--- config.mk ---
export PLATFORM = sky130hd
export DESIGN_NAME = irq_prio_ctrl
export DESIGN_NICKNAME = d
export VERILOG_FILES = /design/src/rtl/irq_prio_ctrl.sv
export SDC_FILE = /design/constraint.sdc
export NUM_CORES = 1
export LEC_CHECK = 0
export ABC_AREA = 0
export BUFFER_PORTS_ARGS = -buffer_cell sky130_fd_sc_hd__buf_2
export CAP_MARGIN = 20
export CELL_PAD_IN_SITES_DETAIL_PLACEMENT = 0
export CELL_PAD_IN_SITES_GLOBAL_PLACEMENT = 1
export CORE_ASPECT_RATIO = 0.7
export CORE_MARGIN = 2
export CORE_UTILIZATION = 33
export CTS_CLUSTER_DIAMETER = 150
export DETAILED_ROUTE_END_ITERATION = 6
export PLACE_DENSITY = 0.88
export SETUP_SLACK_MARGIN = 0.1
export SLEW_MARGIN = 20
export SYNTH_ARGS = -nofsm -noshare
export SYNTH_HDL_FRONTEND = slang
export SYNTH_SLANG_ARGS = --single-unit
export TNS_END_PERCENT = 50
--- constraint.sdc ---
create_clock -name clk -period 1.9 [get_ports clk]
set_input_delay 0.285 -clock clk [delete_from_list [all_inputs] [get_ports clk]]
set_output_delay 0.285 -clock clk [all_outputs]
set_load 0.05 [all_outputs]
--- src/rtl/irq_prio_ctrl.sv ---
module irq_prio_ctrl #(
  parameter int          AW      = 8,
  parameter logic [7:0]  EN_ADDR = 8'h20
) (
  input  logic          clk,
  input  logic          rst_n,
  input  logic [5:0]    evt_i,
  input  logic [AW-1:0] io_addr,
  input  logic          io_wr,
  input  logic [7:0]    io_wdata,
  output logic [7:0]    io_rdata,
  input  logic          ack_i,
  output logic          irq_o,
  output logic [2:0]    vec_o
);
  localparam int         NSRC = 6;
  localparam int         VW   = 3;
  localparam logic [7:0] RSV  = 8'b0010_0001;

  logic [7:0]      en_q;
  logic [NSRC-1:0] pend_q;
  logic [NSRC-1:0] en_src;
  logic [NSRC-1:0] req;
  logic [NSRC-1:0] clr;
  logic            sel;
  logic            take;

  assign en_src = {en_q[7], en_q[6], en_q[4], en_q[3], en_q[2], en_q[1]};
  assign req    = pend_q & en_src;
  assign irq_o  = |req;
  assign sel    = (io_addr == AW'(EN_ADDR));
  assign take   = ack_i & irq_o;
  assign io_rdata = sel ? en_q : 8'h00;

  always_comb begin
    vec_o = '0;
    for (int i = NSRC - 1; i >= 0; i--)
      if (req[i]) vec_o = VW'(i);
  end

  always_comb begin
    clr = '0;
    if (take) clr[vec_o] = 1'b1;
  end

  always_ff @(posedge clk or negedge rst_n) begin
    if (!rst_n)            en_q <= 8'h00;
    else if (take)         en_q <= 8'h00;
    else if (io_wr && sel) en_q <= io_wdata & ~RSV;
  end

  always_ff @(posedge clk or negedge rst_n) begin
    if (!rst_n) pend_q <= '0;
    else        pend_q <= (pend_q & ~clr) | evt_i;
  end
endmodule


==> results of run 1 <==
-- cell usage in the layout, fill, tap and decap left out --
cell / instances
buf_6: 1
dfrtp_1: 12
a32o_2: 1
buf_4: 3
nor2_1: 4
nand2_2: 1
a41oi_2: 2
and2_1: 7
inv_1: 2
a21o_1: 3
a22o_1: 1
dlygate4sd3_1: 1
and3_2: 1
a21oi_2: 6
clkbuf_4: 3
nand2b_1: 1
nand2_1: 10
nor4_2: 1
inv_4: 1
o21bai_1: 1
a31oi_4: 1
or2_4: 1
nand3_1: 7
conb_1: 2
o31ai_1: 1
nand4b_1: 1
a22oi_2: 2
nand4_1: 2
buf_2: 31
buf_8: 1
nor2b_1: 1
nor3b_4: 1
-- stage by stage --
step	setup WS, ns	hold WS, ns	cell area [µm²]	instances	total power, mW
2_1_floorplan	0.105	-0.0106	741	77	0.409
3_3_place_gp	0.213	0.180	912	138	0.455
3_5_place_dp	0.198	0.186	912	138	0.458
4_1_cts	0.0469	0.185	968	143	0.626
5_1_grt	0.0834	0.195	1010	145	0.666
6_report	0.135	0.189	1010	145	0.636
-- logic make-up after synthesis --
kind of cell / after synthesis / synth area share, %
AO/OA/AOI/OAI: 18 / 23.2
buffers and inverters: 7 / 6.15
AND/OR/NAND/NOR: 38 / 29.1
other: 1 / 0.512
flip-flops: 12 / 41.0
-- routing by layer --
metal	vias to the layer above	wire length (µm)
li1	340	-
met1	343	809
met2	23	854
met3	2	96
met4	0	21
met5	-	0
-- final cells by class --
type	instances	area share, %
Timing Repair Buffer	37	21.3
Sequential cell	12	29.9
Clock buffer	3	2.24
Multi-Input combinational cell	58	41.3
Inverter	3	1.37
Tap cell	32	3.98
-- where the power goes --
group,switching (mW),total (mW),internal [mW]
Sequential,0.0115,0.276,0.265
Clock,0.0810,0.154,0.0733
Combinational,0.126,0.205,0.0784
-- repair_timing --
item,in CTS,in global routing
pin swaps,0,3
hold buffers,1,0
resized for setup,4,5
setup buffers,1,2
endpoints found under the hold margin,12,0
setup endpoints to repair,2,4
-- worst max-delay path by stage --
stage	startpoint	end	slack, ns	cells after the start
floorplan	pend_q[3]	en_q[1]	0.11	5
global placement	io_addr[1]	io_rdata[1]	0.21	5
detailed placement	io_addr[1]	io_rdata[1]	0.20	5
CTS	en_q[2]	vec_o[0]	0.05	5
global route	en_q[2]	vec_o[0]	0.08	5
finish	en_q[2]	vec_o[0]	0.13	5
-- sequential cells by signal (all words and copies together), names as in the netlist --
signal / cells
pend_q: 6
en_q: 6
==> flow_metrics.env, run 1 <==
export IMPL_outcome="finished, final reports clean"
export IMPL_drt_wirelength_per_cell_um=12.3
export IMPL_grt_max_degree=13
export IMPL_routed_wl_um=1780
export IMPL_fin_crit_sh_pct=92.9
export IMPL_tns_ns=0
export IMPL_finClkSkew_ns=0.00363
export IMPL_grt_pass1_wl_um=2880
export IMPL_drt_first_iter_violations=13
export IMPL_vdd_ir_drop_worst_mv=0.236
export IMPL_max_freq_mhz=567
export IMPL_slowest_delay_ns=0.41
export IMPL_hold_path_class="in2reg"
export IMPL_synthCells=76
export IMPL_holdPathStages=2
export IMPL_num_fill_cells=215
export IMPL_cp_required_ns=1.62
export IMPL_rrSetupSlack_ns=0.55
export IMPL_drive_gt1_share_pct=50.4
export IMPL_power_leakage_nw=0.453
export IMPL_antenna_left=0
export IMPL_grt_ovfl_total=0
export IMPL_htree_levels=1
export IMPL_clk_latency_ns=0.27
export IMPL_syn_to_final_growth_pct=37.4
export IMPL_cts_inserted_buffers=3
export IMPL_gp_congestion=0.761
export IMPL_ys_warn_count=0
export IMPL_regArea_um2=300
export IMPL_grt_usage_pct=15.1
export IMPL_fp_dieW_um=60.3
export IMPL_root_buffer="clkbuf_4"
export IMPL_diodes=0
export IMPL_first_global_vias=673
export IMPL_clkTransAtPathRegs_ns=0.07
export IMPL_die_y_um=43.4
export IMPL_r2r_start="pend_q[3]"
export IMPL_slew_viol_final=0
export IMPL_place_hpwl_um=1360
export IMPL_grt_setup_unrepaired="true"
export IMPL_synth_top_area_share_pct=41.0
export IMPL_worst_setup_path_type="reg2out"
export IMPL_ys_ff_latch=12
export IMPL_min_to="pend_q[2]"
export IMPL_yosysMostFrequentCell="dfrtp_1"
export IMPL_synth_area_um2=732
export IMPL_final_util_pct=47.5
export IMPL_min_period_ns=1.77
export IMPL_die_area_um2=2620
export IMPL_fp_coreArea_um2=2120
export IMPL_r2r_cells=4
export IMPL_drt_pass1_iterations=4
export IMPL_ys_flop_type="dfrtp_1"
export IMPL_grt_util_met2_pct=23.0
export IMPL_timing_rr_end="pend_q[5]"
export IMPL_synth_area_leader_cell="dfrtp_1"
export IMPL_synth_enable_flop_cells=0
export IMPL_busiest_layer="met2"
export IMPL_rows=14
export IMPL_num_io_pins=38
export IMPL_async_flop_share_pct=100
export IMPL_finalHoldViolCount=0
export IMPL_powerDensity_nw_per_um2=632
export IMPL_drt_drc_violations_left=0
export IMPL_crit_chain="nand2_2 > a32o_2 > or2_4 > inv_4 > buf_8"
export IMPL_arrival_ns=1.48
export IMPL_cts_path_max_buffers=2
export IMPL_via_per_inst=4.88
export IMPL_num_nets_final=141
export IMPL_setup_worst_path_start_class="register"
export IMPL_multiInputGateArea_um2=415
export IMPL_critPathCaptureType="output port"
export IMPL_grt_util_met1_pct=19.1
export IMPL_cp_top_family="flip-flops"
export IMPL_synthTopCellsByCount="dfrtp_1, nand2_1, and2_1, nand3_1, a21oi_2"
export IMPL_cts_sinks=12
export IMPL_grt_antenna_before_repair=0
export IMPL_grt_use_met3_pct=6.57
export IMPL_synth_area_leaders="dfrtp_1, a21oi_2, and2_1"
export IMPL_start_util_pct=34.5
export IMPL_cap_violations=0
export IMPL_path_max_fanout=4
export IMPL_dr_total_vias=708
export IMPL_setup_violations=0
export IMPL_ys_seq_area_share_pct=41.0
export IMPL_min_delay_start="evt_i[2]"
export IMPL_synth_area_per_cell_um2=9.63
export IMPL_cts_tree="done"
export IMPL_port_buffers=33
export IMPL_cp_num_buf_inv=2
export IMPL_yosysUniqueCellTypes=28
export IMPL_crit_slowest_cell="dfrtp_1"
Power figures use the tool's default switching activity.
==> inputs of run 2 (changes only) <==
ABC_AREA = 1   (was 0)
CAP_MARGIN = unset   (was 20)
CORE_UTILIZATION = 32   (was 33)
PLACE_DENSITY = 0.89   (was 0.88)
TNS_END_PERCENT = unset   (was 50)
==> flow_metrics.env, run 2 <==
export IMPL_synth_area_per_cell_um2=6.97
export IMPL_clkTransAtPathRegs_ns=0.07
export IMPL_top_regs="en_q x6, pend_q x6"
export IMPL_r2r_cells=8
export IMPL_hold_path_class="in2reg"
export IMPL_fin_crit_sh_pct=87.7
export IMPL_critPathCaptureType="output port"
export IMPL_max_freq_mhz=600
export IMPL_dr_total_vias=752
export IMPL_synth_top_area_share_pct=39.2
export IMPL_cap_violations=0
export IMPL_fp_coreArea_um2=2210
export IMPL_ys_warn_count=0
export IMPL_setup_worst_path_start_class="register"
export IMPL_grt_setup_unrepaired="false"
export IMPL_cts_setup_buffers=0
export IMPL_via_per_inst=4.22
export IMPL_min_period_ns=1.67
export IMPL_drive_gt1_share_pct=39.0
export IMPL_htree_levels=1
export IMPL_start_util_pct=34.8
export IMPL_path_max_fanout=3
export IMPL_holdPathStages=3
export IMPL_synth_enable_flop_cells=0
export IMPL_root_buffer="clkbuf_4"
export IMPL_crit_path_frequent_cell="nand2_2"
export IMPL_fin_ws_ns=0.234
export IMPL_async_flop_share_pct=100
export IMPL_min_to="pend_q[0]"
export IMPL_antenna_left=0
export IMPL_die_y_um=45.0
export IMPL_grt_ovfl_total=0
export IMPL_slowest_delay_ns=0.41
export IMPL_synth_area_um2=767
export IMPL_setup_violations=0
export IMPL_cts_tree="done"
export IMPL_cts_sinks=12
export IMPL_cts_inserted_buffers=3
export IMPL_fin_area_um2=1000
export IMPL_drt_wirelength_per_cell_um=10.1
export IMPL_vdd_ir_drop_worst_mv=0.345
export IMPL_outcome="finished, final reports clean"
export IMPL_synthTopCellsByCount="nand2_1, inv_1, nor2_1"
export IMPL_layout_common_cells="buf_2, nand2_1, inv_1"
export IMPL_synthCells=110
export IMPL_placed_cell_area_um2=961
export IMPL_crit_slowest_cell="dfrtp_1"
export IMPL_grt_pass1_wl_um=2920
export IMPL_r2r_start="en_q[3]"
export IMPL_synth_area_leaders="dfrtp_1, nand2_1, inv_1"
export IMPL_min_delay_start="evt_i[0]"
export IMPL_port_buffers=33
export IMPL_final_common_cell="buf_2"
export IMPL_drt_pass1_iterations=4
export IMPL_hold_ws_ns=0.194
export IMPL_first_global_vias=684
export IMPL_synth_area_leader_cell="dfrtp_1"
export IMPL_finalHoldViolCount=0
export IMPL_totalPowerFinal_mw=0.766
export IMPL_num_io_pins=38
export IMPL_syn_to_final_growth_pct=31.0
export IMPL_num_nets_final=174
export IMPL_cp_required_ns=1.62
export IMPL_yosysUniqueCellTypes=17
export IMPL_grt_usage_pct=13.6
export IMPL_place_ws_ns=0.320
export IMPL_drt_drc_violations_left=0
export IMPL_finClkSkew_ns=0.00135
export IMPL_yosysMostFrequentCell="nand2_1"
export IMPL_rrSetupSlack_ns=0.63
export IMPL_arrival_ns=1.38
export IMPL_die_area_um2=2810
export IMPL_worst_setup_path_type="reg2out"
export IMPL_crit_chain="nand2_2 > nand2_2 > nor2_4 > nand2_1 > inv_1 > buf_4"
export IMPL_timing_rr_end="pend_q[5]"
export IMPL_routed_wl_um=1790
export IMPL_cp_num_buf_inv=2
export IMPL_cp_top_family="simple AND/OR/NAND/NOR gates"
export IMPL_grt_antenna_before_repair=0
export IMPL_cts_path_max_buffers=2
export IMPL_ys_seq_area_share_pct=39.2
export IMPL_diodes=0
export IMPL_power_leakage_nw=0.592
export IMPL_grt_max_degree=13
export IMPL_ys_ff_latch=12
export IMPL_gp_congestion=0.819
export IMPL_rows=14
export IMPL_powerDensity_nw_per_um2=763
export IMPL_ys_flop_type="dfrtp_1"
export IMPL_fp_dieW_um=62.5
export IMPL_clk_latency_ns=0.27
export IMPL_place_hpwl_um=1490
export IMPL_drt_first_iter_violations=23
export IMPL_tns_ns=0
export IMPL_slew_viol_final=0
export IMPL_num_fill_cells=247
## run 2: cell types whose count changed after synthesis, sizes merged, moves of 3 or more
cell	before	now
o21ai	0	5
and2	7	0
a21oi	6	3
nand2	11	38
nand3	7	3
a21o	3	0
inv	3	21
nor2	4	23
## run 2: timing repair
item | in CTS | in global routing
hold buffers | 1 | 0
endpoints found under the hold margin | 12 | 0
setup endpoints to repair | 0 | 2
resized for setup | 0 | 6
## run 2: cell families after synthesis
logic type	count (synthesis)	synth area share, %
other	1	0.489
buffers and inverters	23	12.2
and+or+nand+nor	66	41.4
DFF	12	39.2
AOI/OAI and AO/OA	8	6.69
## run 2: worst max path at each step
stage             endpoint  cells past startpoint  slack [ns]        from
5_1_grt           vec_o[0]                      8        0.11   pend_q[4]
3_5_place_dp   io_rdata[6]                      7        0.32  io_addr[7]
4_1_cts           vec_o[2]                      6        0.15     en_q[2]
6_report          vec_o[2]                      6        0.23     en_q[3]
3_3_place_gp   io_rdata[3]                      7        0.34  io_addr[7]
2_1_floorplan  io_rdata[1]                      5        0.21  io_addr[7]
## run 2: worst reg2reg max path: stages (launching register included)
cell	delay, ns
dfrtp_1	0.41
nand2_2	0.10
nand2_2	0.09
nor2_4	0.15
nand2_1	0.11
nor2_2	0.11
nand3_1	0.09
nand2_1	0.06
nand2_1	0.05
## run 2: metrics by stage
step	util, %	std cells
6_report	45.5	178
5_1_grt	45.5	178
4_1_cts	45.0	178
3_5_place_dp	43.5	174
3_3_place_gp	43.5	174
2_1_floorplan	-	111
## run 2: routing by layer
metal  vias up  part of all wire, %  track usage (%)
met2        22                   47             24.3
met5         -                    0                0
met3         0                  6.6             5.74
met4         0                    0                0
li1        391                    -                -
met1       339                   47             16.7
## run 2: layout make-up
type | count | area [µm²] | share of cell area [%]
multi-input cells | 76 | 379 | 37.7
repair buffers | 34 | 184 | 18.3
inverters | 21 | 78.8 | 7.85
clock buffers | 3 | 22.5 | 2.24
flip-flops and latches | 12 | 300 | 29.9
well taps | 32 | 40.0 | 3.99
## run 2: where the power goes
group / internal, mW / leakage, nW / switching (mW)
Sequential: 0.275 / 0.136 / 0.0139
Clock: 0.0733 / 0.0138 / 0.0809
Combinational: 0.0992 / 0.442 / 0.224
==> inputs of run 3 (changes only) <==
PLACE_DENSITY = 0.87   (was 0.89)
==> flow_metrics.env, run 3 (synthesized netlist as in run 2, its figures left out) <==
export IMPL_cts_sinks=12
export IMPL_htree_levels=1
export IMPL_hold_ws_ns=0.184
export IMPL_min_period_ns=1.67
export IMPL_fin_crit_sh_pct=87.8
export IMPL_worst_setup_path_type="reg2out"
export IMPL_cts_tree="done"
export IMPL_dr_total_vias=721
export IMPL_hold_path_class="in2reg"
export IMPL_die_area_um2=2810
export IMPL_final_common_cell="buf_2"
export IMPL_setup_worst_path_start_class="register"
export IMPL_highest_layer="met3"
export IMPL_drt_drc_violations_left=0
export IMPL_dr_wl_met2_um=764
export IMPL_root_buffer="clkbuf_4"
export IMPL_tns_ns=0
export IMPL_grt_ovfl_total=0
export IMPL_finClkSkew_ns=0.00602
export IMPL_place_hpwl_um=1400
export IMPL_grt_usage_pct=13.7
export IMPL_final_util_pct=46.0
export IMPL_drive_gt1_share_pct=38.8
export IMPL_fin_ws_ns=0.232
export IMPL_fp_coreArea_um2=2210
export IMPL_grt_antenna_before_repair=0
export IMPL_cp_num_buf_inv=2
export IMPL_crit_chain="nand2_2 > nand2_2 > nor2_4 > nand2_1 > inv_1 > buf_4"
export IMPL_placed_cell_area_um2=961
export IMPL_path_max_fanout=3
export IMPL_powerDensity_nw_per_um2=806
export IMPL_layout_common_cells="buf_2, nand2_1, inv_1"
export IMPL_setup_violations=0
export IMPL_clkTransAtPathRegs_ns=0.08
export IMPL_num_fill_cells=264
export IMPL_numPlacedInstances=174
export IMPL_met1_length_um=801
export IMPL_totalPowerFinal_mw=0.819
export IMPL_syn_to_final_growth_pct=32.5
export IMPL_top_regs="en_q x6, pend_q x6"
export IMPL_grt_setup_unrepaired="false"
export IMPL_cap_violations=0
export IMPL_drt_pass1_iterations=4
export IMPL_first_global_vias=680
export IMPL_grt_max_degree=13
export IMPL_fin_cells=179
export IMPL_slew_viol_final=0
export IMPL_gp_congestion=0.810
export IMPL_drt_first_iter_violations=29
export IMPL_port_buffers=33
export IMPL_antenna_left=0
export IMPL_cp_required_ns=1.62
export IMPL_num_nets_final=174
export IMPL_num_io_pins=38
export IMPL_arrival_ns=1.38
export IMPL_wl_met3_um=121
export IMPL_place_ws_ns=0.335
export IMPL_diodes=0
export IMPL_finalHoldViolCount=0
export IMPL_clk_latency_ns=0.28
export IMPL_via_per_inst=4.03
export IMPL_slowest_delay_ns=0.42
export IMPL_crit_slowest_cell="dfrtp_1"
export IMPL_fin_area_um2=1020
export IMPL_grt_pass1_wl_um=2920
export IMPL_vdd_ir_drop_worst_mv=0.260
export IMPL_cts_path_max_buffers=2
export IMPL_drt_wirelength_per_cell_um=9.42
export IMPL_crit_path_frequent_cell="nand2_2"
export IMPL_power_leakage_nw=0.599
export IMPL_max_freq_mhz=599
export IMPL_outcome="finished, final reports clean"
export IMPL_cp_top_family="simple AND/OR/NAND/NOR gates"
export IMPL_start_util_pct=34.8
export IMPL_fp_dieW_um=62.5
export IMPL_routed_wl_um=1690
export IMPL_die_y_um=45.0
export IMPL_rows=14
export IMPL_cts_inserted_buffers=3
export IMPL_critPathCaptureType="output port"
-- run 3: changes by cell type in the layout (fill, tap and decap cells not counted) --
cell,before,now
clkbuf_8,0,1
nand2_2,8,7
nand2_1,28,29
-- run 3: power breakdown --
part,switching [mW],internal (mW),total (mW)
clock,0.0929,0.116,0.209
combinational,0.223,0.0989,0.322
sequential,0.0136,0.275,0.288
total,0.329,0.490,0.819
-- run 3: tightest hold or removal path, cell delays in order --
cell     delay (ns)
buf_2          0.07
inv_1          0.03
nand2_1        0.05
-- run 3: worst paths after layout --
kind	cells after the start	start	slack, ns	end
worst max register to register	8	en_q[3]	0.65	pend_q[5]
worst min register to register	2	pend_q[1]	0.48	pend_q[1]
worst min-delay path	3	evt_i[1]	0.18	pend_q[1]
max in group asynchronous	2	rst_n	1.26	pend_q[4]
min in group asynchronous	2	rst_n	0.41	pend_q[3]
worst max-delay path	6	en_q[3]	0.23	vec_o[2]
-- run 3: what timing repair did --
| action | in CTS | in global routing |
|---|---|---|
| endpoints found under the setup margin | 0 | 2 |
| hold buffers | 1 | 0 |
| gates resized for setup | 0 | 5 |
| endpoints found under the hold margin | 12 | 0 |
| setup buffers | 0 | 0 |
-- run 3: layout make-up --
class,count,area (µm²),share of cell area (%)
Sequential cell,12,300,29.6
Clock buffer,4,36.3,3.57
Inverter,21,78.8,7.76
Timing Repair Buffer,34,184,18.1
Multi-Input combinational cell,76,377,37.1
Tap cell,32,40.0,3.94
-- run 3: layer usage --
layer / track usage, % / up-vias
met5: 0 / -
met3: 5.74 / 0
met4: 1.33 / 0
met2: 23.0 / 22
met1: 17.4 / 308
li1: - / 391
